--- config.mk ---
export PLATFORM = sky130hd
export DESIGN_NAME = trap_return_unit
export DESIGN_NICKNAME = d
export VERILOG_FILES = /design/src/rtl/trap_return_pkg.sv /design/src/rtl/trap_return_classify.sv /design/src/rtl/trap_return_select.sv /design/src/rtl/trap_return_unit.sv
export SDC_FILE = /design/constraint.sdc
export NUM_CORES = 1
export LEC_CHECK = 0
export BUFFER_PORTS_ARGS = -buffer_cell sky130_fd_sc_hd__buf_2
export CORE_MARGIN = 3
export CORE_UTILIZATION = 46
export CTS_BUF_LIST = sky130_fd_sc_hd__clkbuf_2
export DETAILED_ROUTE_END_ITERATION = 10
export GPL_ROUTABILITY_DRIVEN = 0
export GPL_TIMING_DRIVEN = 1
export HOLD_SLACK_MARGIN = 0.06
export PLACE_DENSITY_LB_ADDON = 0.05
export RECOVER_POWER = 25
export SLEW_MARGIN = 30
export SYNTH_ARGS = -nofsm -noshare
export SYNTH_HDL_FRONTEND = slang
export SYNTH_HIERARCHICAL = 1
export SYNTH_SLANG_ARGS = --single-unit
export TNS_END_PERCENT = 5
--- constraint.sdc ---
create_clock -name clk -period 2.1 [get_ports clk]
set_input_delay 0.105 -clock clk [delete_from_list [all_inputs] [get_ports clk]]
set_output_delay 0.105 -clock clk [all_outputs]
set_load 0.01 [all_outputs]
--- src/rtl/trap_return_pkg.sv ---
package trap_return_pkg;
  typedef enum logic [2:0] {
    RP_HALT    = 3'd0,
    RP_PRIV    = 3'd1,
    RP_ILLEGAL = 3'd2,
    RP_NORMAL  = 3'd3,
    RP_DEBUG   = 3'd4,
    RP_SKIP    = 3'd5
  } ret_path_t;

  typedef struct packed {
    logic sup;
    logic et;
    logic we;
    logic clr;
    logic halt;
    logic illegal;
  } ret_ctl_t;
endpackage

--- src/rtl/trap_return_classify.sv ---
module trap_return_classify
  import trap_return_pkg::*;
(
  input  logic      sup,
  input  logic      trap_en,
  input  logic      dbg_mode,
  input  logic      dbg_field,
  output ret_path_t path
);
  // Ordered checks: privilege, then enabled traps, then the two returns.
  always_comb begin
    if (!sup)
      path = trap_en ? RP_PRIV : RP_HALT;
    else if (trap_en)
      path = RP_ILLEGAL;
    else if (!dbg_mode && !dbg_field)
      path = RP_NORMAL;
    else if (dbg_mode && dbg_field)
      path = RP_DEBUG;
    else
      path = RP_SKIP;
  end
endmodule

--- src/rtl/trap_return_select.sv ---
module trap_return_select
  import trap_return_pkg::*;
#(
  parameter int PC_W = 32,
  parameter int STEP = 4
) (
  input  ret_path_t       path,
  input  logic [PC_W-1:0] cur_pc,
  input  logic [PC_W-1:0] trap_pc,
  input  logic [PC_W-1:0] dbg_pc,
  input  logic            prev_sup,
  input  logic            dbg_et,
  input  logic            dbg_sup,
  output logic [PC_W-1:0] pc_out,
  output ret_ctl_t        ctl
);
  localparam logic [PC_W-1:0] STEP_V = PC_W'(STEP);

  logic [PC_W-1:0] seq_pc;
  assign seq_pc = cur_pc + STEP_V;

  always_comb begin
    pc_out = seq_pc;
    ctl    = '0;
    unique case (path)
      RP_HALT:    ctl.halt = 1'b1;
      RP_PRIV:    ;
      RP_ILLEGAL: ctl.illegal = 1'b1;
      RP_NORMAL: begin
        pc_out  = trap_pc;
        ctl.we  = 1'b1;
        ctl.et  = 1'b1;
        ctl.sup = prev_sup;
      end
      RP_DEBUG: begin
        pc_out  = dbg_pc;
        ctl.we  = 1'b1;
        ctl.clr = 1'b1;
        ctl.et  = dbg_et;
        ctl.sup = dbg_sup;
      end
      default: ;
    endcase
  end
endmodule

--- src/rtl/trap_return_unit.sv ---
module trap_return_unit
  import trap_return_pkg::*;
#(
  parameter int PC_W = 32,
  parameter int STEP = 4
) (
  input  logic            clk,
  input  logic            rst_n,
  input  logic            req,
  input  logic [PC_W-1:0] cur_pc,
  input  logic            sup,
  input  logic            prev_sup,
  input  logic            trap_en,
  input  logic            dbg_mode,
  input  logic            dbg_field,
  input  logic [PC_W-1:0] trap_pc,
  input  logic [PC_W-1:0] dbg_pc,
  input  logic            dbg_et,
  input  logic            dbg_sup,
  output logic            res_valid,
  output logic [PC_W-1:0] next_pc,
  output logic            new_sup,
  output logic            new_et,
  output logic            stat_we,
  output logic            dbg_clr,
  output logic            halt_req,
  output logic            illegal_req
);
  ret_path_t       path;
  logic [PC_W-1:0] pc_d;
  ret_ctl_t        ctl_d;

  trap_return_classify u_classify (
    .sup       (sup),
    .trap_en   (trap_en),
    .dbg_mode  (dbg_mode),
    .dbg_field (dbg_field),
    .path      (path)
  );

  trap_return_select #(.PC_W(PC_W), .STEP(STEP)) u_select (
    .path     (path),
    .cur_pc   (cur_pc),
    .trap_pc  (trap_pc),
    .dbg_pc   (dbg_pc),
    .prev_sup (prev_sup),
    .dbg_et   (dbg_et),
    .dbg_sup  (dbg_sup),
    .pc_out   (pc_d),
    .ctl      (ctl_d)
  );

  // Strobes are single-cycle pulses; data outputs hold between requests.
  always_ff @(posedge clk) begin
    if (!rst_n) begin
      res_valid   <= 1'b0;
      next_pc     <= '0;
      new_sup     <= 1'b0;
      new_et      <= 1'b0;
      stat_we     <= 1'b0;
      dbg_clr     <= 1'b0;
      halt_req    <= 1'b0;
      illegal_req <= 1'b0;
    end else begin
      res_valid   <= req;
      stat_we     <= req & ctl_d.we;
      dbg_clr     <= req & ctl_d.clr;
      halt_req    <= req & ctl_d.halt;
      illegal_req <= req & ctl_d.illegal;
      if (req) begin
        next_pc <= pc_d;
        new_sup <= ctl_d.sup;
        new_et  <= ctl_d.et;
      end
    end
  end

  p_valid_follows_req_r2: assert property (@(posedge clk) disable iff (!rst_n)
    req |=> res_valid);
  p_valid_idle_r2: assert property (@(posedge clk) disable iff (!rst_n)
    !req |=> !res_valid);
  p_halt_path_r3: assert property (@(posedge clk) disable iff (!rst_n)
    (req && !sup && !trap_en) |=> (halt_req && !stat_we && next_pc == $past(cur_pc) + PC_W'(STEP)));
  p_priv_path_r4: assert property (@(posedge clk) disable iff (!rst_n)
    (req && !sup && trap_en) |=> (!halt_req && !illegal_req && !stat_we && !dbg_clr));
  p_illegal_path_r5: assert property (@(posedge clk) disable iff (!rst_n)
    (req && sup && trap_en) |=> (illegal_req && !stat_we && !dbg_clr));
  p_normal_ret_r6: assert property (@(posedge clk) disable iff (!rst_n)
    (req && sup && !trap_en && !dbg_mode && !dbg_field) |=>
      (stat_we && new_et && next_pc == $past(trap_pc) && new_sup == $past(prev_sup)));
  p_debug_ret_r7: assert property (@(posedge clk) disable iff (!rst_n)
    (req && sup && !trap_en && dbg_mode && dbg_field) |=>
      (dbg_clr && stat_we && next_pc == $past(dbg_pc)));
  p_clr_needs_we_r7: assert property (@(posedge clk) disable iff (!rst_n)
    dbg_clr |-> stat_we);
  p_one_action_r9: assert property (@(posedge clk) disable iff (!rst_n)
    $onehot0({halt_req, illegal_req, stat_we}));
  p_strobe_needs_valid_r9: assert property (@(posedge clk) disable iff (!rst_n)
    (halt_req || illegal_req || stat_we || dbg_clr) |-> res_valid);
  p_hold_r11: assert property (@(posedge clk) disable iff (!rst_n)
    !req |=> ($stable(next_pc) && $stable(new_sup) && $stable(new_et)));
endmodule

==> results of run 1 <==
[layout make-up]
cell class              count  area [sq um]
inverters                   6         22.52
flip-flops and latches     39         780.7
repair buffers            151         767.0
fillers                   506          1894
clock inverters             2         7.507
multi-input cells         231          1713
clock buffers               6         30.03
well taps                  70         87.58
[cell usage in the layout, fill, tap and decap left out, types with 2 or more instances in the layout]
cell type	count
a22oi_1	32
and3_1	7
buf_2	127
buf_4	5
clkbuf_1	17
clkbuf_2	6
clkinv_1	2
dfxtp_1	39
inv_1	6
mux2i_1	34
nand2_1	14
nand3_1	8
nand4_1	9
nor2_1	10
nor2b_1	34
nor3_1	3
nor4_1	4
nor4_4	3
o21ai_0	19
o21ai_1	4
o21ai_2	6
xnor2_1	12
xor2_1	16
[power breakdown]
group	switching (mW)	internal, mW	total (mW)
Sequential	0.0236	0.792	0.816
Clock	0.236	0.0802	0.316
Combinational	0.252	0.238	0.490
Total	0.512	1.11	1.62
[sequential cells by signal (all words and copies together), names as in the netlist]
| name | count |
|---|---|
| next_pc | 32 |
| dbg_clr | 1 |
| halt_req | 1 |
| illegal_req | 1 |
| new_et | 1 |
| new_sup | 1 |
| res_valid | 1 |
| stat_we | 1 |
[final timing paths]
| path | to | slack, ns | depth (start not counted) |
|---|---|---|---|
| setup / recovery | next_pc[21]$_SDFFE_PN0P_ | 0.58 | 10 |
| hold / removal | new_et$_SDFFE_PN0P_ | 0.08 | 4 |
| setup reg to reg | next_pc[1]$_SDFFE_PN0P_ | 1.47 | 2 |
| hold reg to reg | next_pc[18]$_SDFFE_PN0P_ | 0.53 | 2 |
[metrics by stage]
stage / area (sq um) / instances
after floorplan: 2606 / 294
after global placement: 3382 / 496
after detailed placement: 3382 / 496
after CTS: 3420 / 504
after global routing: 3408 / 505
final: 3408 / 505
[routing by layer]
| layer | global-route usage | up-vias | wire length (microns) |
|---|---|---|---|
| met2 | 0.3819 | 89 | 3488 |
| met5 | 0 | - | 0 |
| met1 | 0.2502 | 1219 | 3001 |
| met3 | 0.05987 | 8 | 576 |
| li1 | - | 1351 | - |
| met4 | 0.05743 | 0 | 76 |
[logic make-up after synthesis]
| group | synth area share |
|---|---|
| flip-flops | 0.2996 |
| XOR/XNOR | 0.09409 |
| AO/OA/AOI/OAI | 0.1685 |
| adder cells (fa/ha/maj) | 0.004800 |
| buffers and inverters | 0.04561 |
| multiplexers | 0.1349 |
| AND/OR/NAND/NOR | 0.2525 |
[critical path: stages]
cell and delay, ns:
buf_2 0.11, a21boi_0 0.12, mux2_2 0.32, and3b_1 0.22, nor2_1 0.26, inv_1 0.10
buf_4 0.21, o21ai_0 0.20, mux2i_1 0.10, nor2b_1 0.10
==> flow_summary.json, run 1 <==
{
  "portBuffers": 144,
  "postCtsHoldBufs": 0,
  "arrival_ns": 1.84,
  "worstHoldStart": "dbg_et",
  "start_util": 0.4915,
  "synth_fp_nets": 401,
  "yosysMostFrequentCell": "dfxtp_1",
  "critPathLaunchType": "input port",
  "dr.pass1.iters": 4,
  "ir_drop_v": 0.0002781,
  "drc": 0,
  "tightest_slew_ns": 1.118,
  "synth_seq_area_share": 0.2996,
  "fin_nets": 541,
  "timing.rr.start": "next_pc[1]$_SDFFE_PN0P_",
  "hold_viol_final": 0,
  "rows": 26,
  "grt_overflow": 0,
  "max_slew_margin": 0.2547,
  "rsz0062_at_grt": "false",
  "die_area_sq_um": 6605,
  "drv_slew": 0,
  "worst_hold_slack_ns": 0.08067,
  "synth_commonest_cells": "dfxtp_1 (39), mux2i_1 (34), nor2b_1 (34)",
  "cts-root-buf": "clkbuf_2",
  "worstPathMaxFanout": 16,
  "ctsResizeCount": 0,
  "die_h_microns": 81.27,
  "drt-vias-per-instance": 5.281,
  "grt_use_total": 0.2146,
  "avgRoutedWirePerCell_microns": 14.14,
  "synth_ff_type": "dfxtp_1",
  "finalSetupTns_ns": 0,
  "async_flop_share": 0,
  "hp-class": "input port to flip-flop",
  "antenna_found_initial": 0,
  "clk_latency_ns": 0.38,
  "power_mw": 1.622,
  "power_leakage_nw": 1.562,
  "path_class": "input port to flip-flop",
  "ant_nets": 0,
  "clockBufferDepth": 2,
  "max_freq_mhz": 659.5,
  "period_needed_ns": 1.516,
  "syn_area_per_cell_sq_um": 8.865,
  "worst_slack_ns": 0.5836,
  "cts_tree": "done",
  "status": "completed",
  "cts.sinks": 39,
  "cellPowerDensity_nw_per_um2": 475.9,
  "htreeDepth": 2,
  "dp_slack_ns": 0.1660,
  "synth-edff-count": 0,
  "maxCapViolCount": 0,
  "synth_cells": 294,
  "core_sq_um": 5303,
  "synth_top_area_share": 0.2996,
  "via_count": 2667,
  "timing.final.crit_share": 0.7221,
  "utilization": 0.6428,
  "numCtsBuffers": 5,
  "grt_start_max_net_pins": 40,
  "grt_pass1_wl_microns": 11160,
  "ios": 145,
  "post-cts-setup-buffers": 0,
  "dp_hpwl_microns": 5516,
  "yosysTopAreaCell": "dfxtp_1",
  "endpoint_kind": "flip-flop",
  "ys_ff_latch": 39,
  "ys_top_cells_by_area": "dfxtp_1 (30%), mux2i_1 (13%), a22oi_1 (9.2%)",
  "cts.clk_slew.worst_paths_ns": 0.18,
  "synth_cell_types": 40,
  "drt-total-wl_microns": 7142,
  "worstPathRequired_ns": 2.42,
  "n_antenna_cell": 0,
  "setup_violations": 0,
  "grt_pass1_vias": 2521,
  "skew_ns": 0,
  "startpoint": "sup",
  "syn-cell-area_sq_um": 2606,
  "drt-initial-drc-count": 65,
  "area_delta_synth_final_pct": 30.77,
  "drive_gt1_frac": 0.3586,
  "yosys_warnings": 6,
  "die_w_microns": 81.27
}
Power figures use the tool's default switching activity.
==> inputs of run 2 (changes only) <==
- clock period: 2.1 -> 1.5 ns (I/O delays scaled with it)
==> flow_summary.json, run 2 (synthesized netlist as in run 1, its figures left out) <==
{
  "cts.clk_slew.worst_paths_ns": 0.20,
  "maxCapViolCount": 0,
  "path_class": "input port to flip-flop",
  "clockBufferDepth": 2,
  "max_slew_margin": 0.05984,
  "final_cell_mix": "buf_2 (128), dfxtp_1 (39), dlygate4sd3_1 (38)",
  "hold_viol_final": 0,
  "final_common_cell": "buf_2",
  "dp_hpwl_microns": 5672,
  "drt-vias-per-instance": 5.147,
  "worstHoldStart": "trap_pc[20]",
  "ios": 145,
  "grt_overflow": 0,
  "r2r_setup_slack_ns": 0.87,
  "ctsResizeCount": 0,
  "dp.cells": 517,
  "startpoint": "sup",
  "drt-total-wl_microns": 8168,
  "reg2regPathDepth": 2,
  "clk_latency_ns": 0.39,
  "grt_start_max_net_pins": 40,
  "via_count": 2898,
  "rows": 26,
  "max_freq_mhz": 769.9,
  "skew_ns": 0,
  "period_needed_ns": 1.299,
  "arrival_ns": 1.61,
  "timing.rr.start": "next_pc[10]$_SDFFE_PN0P_",
  "portBuffers": 144,
  "grt_pass1_wl_microns": 12830,
  "setup_violations": 0,
  "worstPathMaxFanout": 20,
  "htreeDepth": 2,
  "largest_register": "next_pc",
  "grt_use_total": 0.2480,
  "core_sq_um": 5303,
  "cts.sinks": 39,
  "worstPathRequired_ns": 1.82,
  "rsz0062_at_grt": "false",
  "holdPathStages": 5,
  "cellPowerDensity_nw_per_um2": 605.9,
  "drc": 0,
  "drv_slew": 0,
  "ir_drop_v": 0.0003835,
  "largest_reg_flops": 32,
  "drive_gt1_frac": 0.3732,
  "antenna_found_initial": 0,
  "fin_nets": 599,
  "hp-class": "input port to flip-flop",
  "dp_slack_ns": -0.2114,
  "status": "completed",
  "tightest_slew_ns": 1.410,
  "final_cells": 563,
  "endpoint_kind": "flip-flop",
  "die_h_microns": 81.27,
  "area_delta_synth_final_pct": 53.05,
  "holdPathEnd": "next_pc[20]$_SDFFE_PN0P_",
  "start_util": 0.4915,
  "utilization": 0.7522,
  "die_area_sq_um": 6605,
  "worst_slack_ns": 0.2012,
  "power_leakage_nw": 1.834,
  "die_w_microns": 81.27,
  "grt_pass1_vias": 2827,
  "cts_tree": "done",
  "cts-root-buf": "clkbuf_2",
  "n_antenna_cell": 0,
  "numCtsBuffers": 5,
  "ant_nets": 0,
  "critPathLaunchType": "input port",
  "timing.final.crit_share": 0.8659,
  "avgRoutedWirePerCell_microns": 14.51,
  "drt-initial-drc-count": 102,
  "timing.rr.end": "next_pc[10]$_SDFFE_PN0P_",
  "dr.pass1.iters": 4
}
-- run 2: cell count changes in the layout (fill, tap and decap cells not counted), moves of 5 or more --
cell           delta
dlygate4sd3_1    +37
a22oi_1           -5
o21ai_0          -13
o21ai_1          +13
buf_4            +20
a22oi_2           +5
-- run 2: cell type report --
| type | instances | area (sq um) |
|---|---|---|
| Clock buffer | 5 | 25.02 |
| Clock inverter | 3 | 15.01 |
| Fill cell | 431 | 1314 |
| Inverter | 6 | 22.52 |
| Multi-Input combinational cell | 231 | 1749 |
| Sequential cell | 39 | 780.7 |
| Tap cell | 70 | 87.58 |
| Timing Repair Buffer | 209 | 1309 |
-- run 2: power by group --
group          total [mW]  switching (mW)  internal (mW)
sequential           1.14          0.0337           1.11
combinational       0.821           0.390          0.430
clock               0.453           0.349          0.104
-- run 2: routing by layer --
layer | vias to the layer above | GRT usage | wire length [microns]
li1 | 1458 | - | -
met1 | 1330 | 0.2835 | 3332
met5 | - | 0 | 0
met2 | 98 | 0.4536 | 4142
met4 | 0 | 0.06419 | 111
met3 | 12 | 0.06319 | 582
-- run 2: critical path, stage by stage --
cell and delay (ns):
buf_2 0.11, a21boi_0 0.11, mux2_4 0.30, and3b_1 0.24, buf_4 0.23, a22oi_1 0.22, o21ai_0 0.11, mux2i_1 0.15
nor2b_1 0.06
-- run 2: worst max-delay path by stage --
stage	slack, ns	endpoint
6_report	0.20	next_pc[2]$_SDFFE_PN0P_
5_1_grt	0.1	next_pc[12]$_SDFFE_PN0P_
4_1_cts	0.24	next_pc[10]$_SDFFE_PN0P_
3_5_place_dp	-0.21	next_pc[2]$_SDFFE_PN0P_
3_3_place_gp	-0.16	next_pc[11]$_SDFFE_PN0P_
2_1_floorplan	-0.02	next_pc[24]$_SDFFE_PN0P_
-- run 2: through the flow --
step	total power, mW	cell area, sq um	hold slack [ns]	TNS, ns
global route	2.576	3989	0.06559	0
floorplan	1.580	2700	0.3331	-0.3186
global placement	1.894	3588	0.4338	-4.286
finish	2.417	3989	0.07029	0
detailed placement	1.909	3588	0.4482	-5.397
CTS	2.440	3999	0.06145	0
-- run 2: timing repair --
item,CTS,global route
hold endpoints to repair,24,1
hold buffers,37,1
buffers inserted,0,0
